### config.mk
export PLATFORM = sky130hd
export DESIGN_NAME = psi_reg
export DESIGN_NICKNAME = d
export VERILOG_FILES = /design/src/rtl/psi_pkg.sv /design/src/rtl/psi_sync.sv /design/src/rtl/psi_sticky.sv /design/src/rtl/psi_reg.sv
export SDC_FILE = /design/constraint.sdc
export NUM_CORES = 1
export LEC_CHECK = 0
export BUFFER_PORTS_ARGS = -buffer_cell sky130_fd_sc_hd__buf_4
export CORE_MARGIN = 2
export CORE_UTILIZATION = 50
export CTS_BUF_LIST = sky130_fd_sc_hd__clkbuf_16
export DETAILED_ROUTE_END_ITERATION = 10
export PLACE_DENSITY = 0.8
export SYNTH_ARGS = -nofsm -noshare
export SYNTH_HDL_FRONTEND = slang
export SYNTH_HIERARCHICAL = 1
export SYNTH_SLANG_ARGS = --single-unit
### constraint.sdc
create_clock -name clk_i -period 1.5 [get_ports clk_i]
set_input_delay 0.075 -clock clk_i [delete_from_list [all_inputs] [get_ports clk_i]]
set_output_delay 0.075 -clock clk_i [all_outputs]
set_load 0.01 [all_outputs]
### src/rtl/psi_pkg.sv
package psi_pkg;
  parameter int unsigned N_EVT_DEF = 3;
  parameter int unsigned SYNC_DEF  = 2;

  // layout: [0] link power, [1] clock stopped, events, clock enable, event enables
  function automatic int unsigned reg_width(input int unsigned n_evt);
    return 2 * n_evt + 3;
  endfunction
endpackage

### src/rtl/psi_sync.sv
module psi_sync #(
  parameter int unsigned W      = 1,
  parameter int unsigned STAGES = 2
) (
  input  logic         clk_i,
  input  logic         rst_ni,
  input  logic [W-1:0] d_i,
  output logic [W-1:0] q_o
);
  logic [W-1:0] stg_q [STAGES];

  for (genvar s = 0; s < STAGES; s++) begin : g_stage
    always_ff @(posedge clk_i or negedge rst_ni) begin
      if (!rst_ni)     stg_q[s] <= '0;
      else if (s == 0) stg_q[s] <= d_i;
      else             stg_q[s] <= stg_q[(s == 0) ? 0 : s-1];
    end
  end

  assign q_o = stg_q[STAGES-1];
endmodule

### src/rtl/psi_sticky.sv
module psi_sticky #(
  parameter int unsigned W = 1
) (
  input  logic         clk_i,
  input  logic         rst_ni,
  input  logic [W-1:0] set_i,
  input  logic [W-1:0] clr_i,
  output logic [W-1:0] q_o
);
  for (genvar b = 0; b < W; b++) begin : g_bit
    // set has priority over a same-edge clear
    always_ff @(posedge clk_i or negedge rst_ni) begin
      if (!rst_ni) q_o[b] <= 1'b0;
      else         q_o[b] <= set_i[b] | (q_o[b] & ~clr_i[b]);
    end
  end
endmodule

### src/rtl/psi_reg.sv
module psi_reg #(
  parameter int unsigned N_EVT  = psi_pkg::N_EVT_DEF,
  parameter int unsigned SYNC_N = psi_pkg::SYNC_DEF,
  parameter int unsigned REG_W  = psi_pkg::reg_width(N_EVT)
) (
  input  logic             clk_i,
  input  logic             rst_ni,
  input  logic             link_pwr_i,
  input  logic             sys_clk_act_i,
  input  logic [N_EVT-1:0] evt_i,
  input  logic             wr_en_i,
  input  logic [REG_W-1:0] wr_data_i,
  output logic [REG_W-1:0] rd_data_o,
  output logic             irq_o
);
  localparam int unsigned OFF_BIT = 1;
  localparam int unsigned EV_LO   = 2;
  localparam int unsigned EV_HI   = EV_LO + N_EVT - 1;
  localparam int unsigned EN_LO   = EV_HI + 1;
  localparam int unsigned EN_HI   = EN_LO + N_EVT;
  localparam int unsigned SRC_N   = N_EVT + 1;

  logic [N_EVT+1:0] raw_in, syn_q;
  logic             lps_s, act_s, act_d;
  logic [N_EVT-1:0] ev_s, ev_d, ev_rise, ev_clr, ev_pend;
  logic             off_fall, off_clr, off_pend;
  logic [SRC_N-1:0] en_q, pend;

  assign raw_in = {evt_i, sys_clk_act_i, link_pwr_i};

  psi_sync #(.W(N_EVT + 2), .STAGES(SYNC_N)) u_sync (
    .clk_i (clk_i),
    .rst_ni(rst_ni),
    .d_i   (raw_in),
    .q_o   (syn_q)
  );

  assign lps_s = syn_q[0];
  assign act_s = syn_q[1];
  assign ev_s  = syn_q[N_EVT+1:2];

  always_ff @(posedge clk_i or negedge rst_ni) begin
    if (!rst_ni) begin
      act_d <= 1'b0;
      ev_d  <= '0;
    end else begin
      act_d <= act_s;
      ev_d  <= ev_s;
    end
  end

  assign ev_rise  = ev_s & ~ev_d;
  assign off_fall = act_d & ~act_s;
  assign ev_clr   = wr_en_i ? wr_data_i[EV_HI:EV_LO] : '0;
  assign off_clr  = wr_en_i & wr_data_i[OFF_BIT];

  psi_sticky #(.W(SRC_N)) u_sticky (
    .clk_i (clk_i),
    .rst_ni(rst_ni),
    .set_i ({ev_rise, off_fall}),
    .clr_i ({ev_clr, off_clr}),
    .q_o   ({ev_pend, off_pend})
  );

  always_ff @(posedge clk_i or negedge rst_ni) begin
    if (!rst_ni)      en_q <= '0;
    else if (wr_en_i) en_q <= wr_data_i[EN_HI:EN_LO];
  end

  assign pend      = {ev_pend, off_pend};
  assign irq_o     = |(pend & en_q);
  assign rd_data_o = {en_q, ev_pend, ~act_s, lps_s};
endmodule

* After elaboration in Yosys (flattened, before gate mapping)
Cells that the tools add are included.
** Operators by class
- Muxes and demuxes :: 1
- Bitwise gates (word level) :: 18
- Reductions and logical operators :: 1
** Operators with widths (count)
- bitwise AND 1 bit :: 6
- inverter 1 bit :: 5
- bitwise AND 4 bit :: 1
- OR 1 bit :: 4
- OR reduction 4 bit :: 1
- bitwise AND 3 bit :: 1
- two-way mux 3 bit :: 1
- inverter 3 bit :: 1
** Storage, ports and cells
- Register bits :: 22
- Input bits :: 17
- Output and inout port bits :: 10
- Logic and storage cells :: 29

* Logic depth before layout (Yosys ltp)
- Depth after elaboration :: 4
- Depth in mapped cells :: 4
- Mapped depth without buffers :: 3

* Cells and area by module
The synthesis kept the hierarchy.
** By module, submodules not included
- psi_reg :: instances 1, cells an instance 25, area each 349.1 um2, seq. area each 200.2 um2
- psi_sync :: instances 1, cells an instance 15, area each 287.8 um2, seq. area each 250.2 um2
- psi_sticky :: instances 1, cells an instance 12, area each 145.1 um2, seq. area each 100.1 um2

* Least setup slack after synthesis
No wires, ideal clock.
- Kind :: register to register
- Start :: register u_sync.stg_q, in the netlist u_sync/q_o[2]
- End :: register u_sticky.q_o[1]
- Library setup time :: 0.118 ns
- Data arrival time :: 0.705 ns
- Data required time :: 1.382 ns
- Slack :: 0.677 ns
- Stages on the path, launching flop included :: 4
- Buffers on the path :: 1
- Clock period less this slack :: 0.823 ns
- Cells stage by stage :: dfrtp_1 buf_4 nor2b_1 a21o_1
** Between the ends
- Cells in the longest elaborated chain, start to end :: 2
** Ends and longest elaborated chain
- start: declaration :: RTL line psi_sync.sv:10 : logic [W-1:0] stg_q [STAGES];
- start signal: indexed assignment :: RTL line psi_sync.sv:15 : else if (s == 0) stg_q[s] <= d_i;
- start signal: indexed assignment :: RTL line psi_sync.sv:16 : else stg_q[s] <= stg_q[(s == 0) ? 0 : s-1];
- bitwise AND 3 bit :: RTL line psi_reg.sv:52 : assign ev_rise = ev_s & ~ev_d;
- named net ev_rise[0] :: RTL line psi_reg.sv:25 : logic [N_EVT-1:0] ev_s, ev_d, ev_rise, ev_clr, ev_pend;
- OR 1 bit :: RTL line psi_sticky.sv:14 : else q_o[b] <= set_i[b] | (q_o[b] & ~clr_i[b]);
- end signal: indexed assignment :: RTL line psi_sticky.sv:14
- end: declaration :: RTL line psi_sticky.sv:8 : output logic [W-1:0] q_o
The timed path passes the listed nets, and every way through them passes these cells.
A chain may end at the register's enable or synchronous reset.

* Worst setup path after layout
- Start :: register u_sticky.q_o[0]
- End :: output irq_o
** Between the ends
- Cells in the longest elaborated chain, start to end :: 2
** Ends and longest elaborated chain
- bitwise AND 4 bit :: RTL line psi_reg.sv:71 : assign irq_o = |(pend & en_q);
- OR reduction 4 bit :: RTL line psi_reg.sv:71
- end: declaration :: RTL line psi_reg.sv:14 : output logic irq_o
No other way between the ends.

==> flow_metrics.tcl <==
set metrics [dict create \
    final.setup.tns_ps 0 \
    synth.largest_area_cell "dfrtp_1" \
    period_needed_ps 1134 \
    final_util_pct 74.29 \
    die_w_um 43.55 \
    portBuffers 25 \
    endpoint_kind "primary output" \
    detailed_place_hpwl_um 858.9 \
    outcome "finished clean" \
    core_um2 1489 \
    grt_start_max_net_pins 23 \
    grt_pass1_wl_mm 2.277 \
    crit_family "flip-flops" \
    fp.dieH_um 43.55 \
    io_pins 27 \
    syn2layout_area_growth_pct 41.44 \
    clock_latency_ps 250 \
    worst_hold_path_type "in -> reg" \
    viasPerCell 4.876 \
    path_buf_inv 1 \
    n_antenna_cell 0 \
    grt_util_all_layers_pct 17.02 \
    multi_input_area_um2 163.9 \
    rsz0062_at_grt "no" \
    netlist.area_leader.share_pct 70.40 \
    final_common_cell "buf_4" \
    fill_cells 98 \
    syn_avg_cell_area_um2 15.04 \
    ys_ff_latch 22 \
    critPathLaunchType "register" \
    finalHoldViolCount 0 \
    cts_tree "built" \
    critPathKind "reg -> out" \
    die-area_um2 1896 \
    drv_cap 0 \
    final-seq-area_um2 550.5 \
    leakagePower_uw 0.0005556 \
    slew_violations 0 \
    worst_pin_slew_ps 267.0 \
    yosysUniqueCellTypes 10 \
    critical_path_peak_fanout 2 \
    cp.required_ps 1420 \
    maxSlewHeadroom_pct 82.20 \
    max-vdd-ir-drop_v 0.0009626 \
    p_total_uw 1550 \
    final_cell_mix "buf_4 (25), dfrtp_1 (22), dlygate4sd3_1 (6)" \
    finalSetupViolations 0 \
    grt_pass1_vias 529 \
    synth_area_leaders "dfrtp_1 (70%), mux2_4 (7.7%), buf_4 (4.8%)" \
    clkSlewWorstSetupHoldPaths_ps 60 \
    critPathSlowestCell "dfrtp_1" \
    start_util_pct 52.52 \
    arrival_ps 1060 \
    post_drt_wl_per_cell_um 13.22 \
    root_buffer "clkbuf_16" \
    crit_chain "a22oi_1 > nand2_1 > buf_4" \
    p_per_area_nw_per_um2 1401 \
    postCtsSetupRepairBufs 0 \
    drt-total-wl_mm 1.282 \
    cts_num_sinks 22 \
    ant_nets 0 \
    gr-total-overflow 0 \
    synth_fp_nets 69 \
    yosysSeqAreaShare_pct 70.40 \
    layout_setup_ws_ps 366.0 \
    drcViolationCount 0 \
    period_share_pct 75.60 \
    synth_warnings 6 \
    syn_area_um2 782.0 \
    slowest_delay_ps 400 \
    antenna_found_initial 0 \
    syn_inst 52 \
    drive_above_1_share_pct 45.68 \
    gp_congestion 0.6641 \
    cts_buffers 3 \
    htreeDepth 1 \
    clk_path_buf_depth 2 \
    drt-pass1-iter-count 2 \
    fin_nets 99 \
    route.vias.total 473 \
    max_freq_ghz 0.8818 \
    placementRows 14 \
    fin_skew_ps 0.7858 \
    pre_cts_ws_ps 650.3 \
    drtIter0Drc 1 \
]
==> registers in the layout (all words and copies together), names as in the netlist <==
name / flops
u_sync/q_o: 5
ev_d: 3
act_d: 1
en_q: 4
u_sticky/q_o: 4
u_sync/stg_q: 5
==> cells by family (layout without fill, tap and decap cells) <==
group	after synthesis	count (layout)	share of synthesized area, %
flops	22	22	70.40
buf+inv	11	40	8.641
simple gates	9	9	7.519
compound gates	6	6	5.760
mux	4	4	7.680
==> through the flow <==
step                      hold WS, ps  area [um^2]  cells
after floorplan                -220.6        782.0     52
after global placement         -29.87        940.9     87
after detailed placement       -26.55        940.9     87
after CTS                       52.68         1106     97
after global routing            56.09         1106     97
final                           54.24         1106     97
==> what timing repair did <==
action                                 4_1_cts  5_1_grt
gates resized for setup                      0        0
hold buffers                                 6        0
endpoints found under the hold margin       27        0
==> power breakdown <==
group / total, uW / internal [uW] / switching, uW
sequential: 662 / 636 / 25.9
clock: 724 / 529 / 195
combinational: 164 / 103 / 60.7
==> final cells by class <==
cell class | count | share of cell area, %
tap | 16 | 1.810
multi-input combinational | 19 | 14.82
clock inverter | 1 | 2.715
timing repair buffer | 31 | 22.40
inverter | 5 | 1.697
clock buffer | 3 | 6.787
sequential | 22 | 49.77
==> worst paths after layout <==
| check | cells past startpoint | end | from | slack, ps |
|---|---|---|---|---|
| worst min-delay path | 2 | en_q[1] | wr_data_i[6] | 50 |
| worst max-delay path | 3 | irq_o | u_sticky/q_o[0] | 370 |
| max in group asynchronous | 2 | ev_d[1] | rst_ni | 1030 |
| worst max register to register | 1 | en_q[0] | en_q[0] | 710 |
| min in group asynchronous | 2 | u_sticky/q_o[0] | rst_ni | 250 |
| worst min register to register | 0 | u_sync/q_o[2] | u_sync/stg_q[7] | 350 |
==> layer usage <==
metal,global-route usage [%],vias up,wire (um)
met5,0,-,0
met4,9.091,0,10
met3,5.000,2,87
met2,29.41,21,693
met1,18.68,234,490
li1,-,216,-
==> synthesized netlist by cell type <==
master / count
dfrtp_1: 22
buf_4: 5
inv_1: 5
a21o_1: 4
and2_2: 4
mux2_4: 4
nor2b_1: 4
a22oi_1: 2
buf_6: 1
nand2_1: 1
Power figures use the tool's default switching activity.
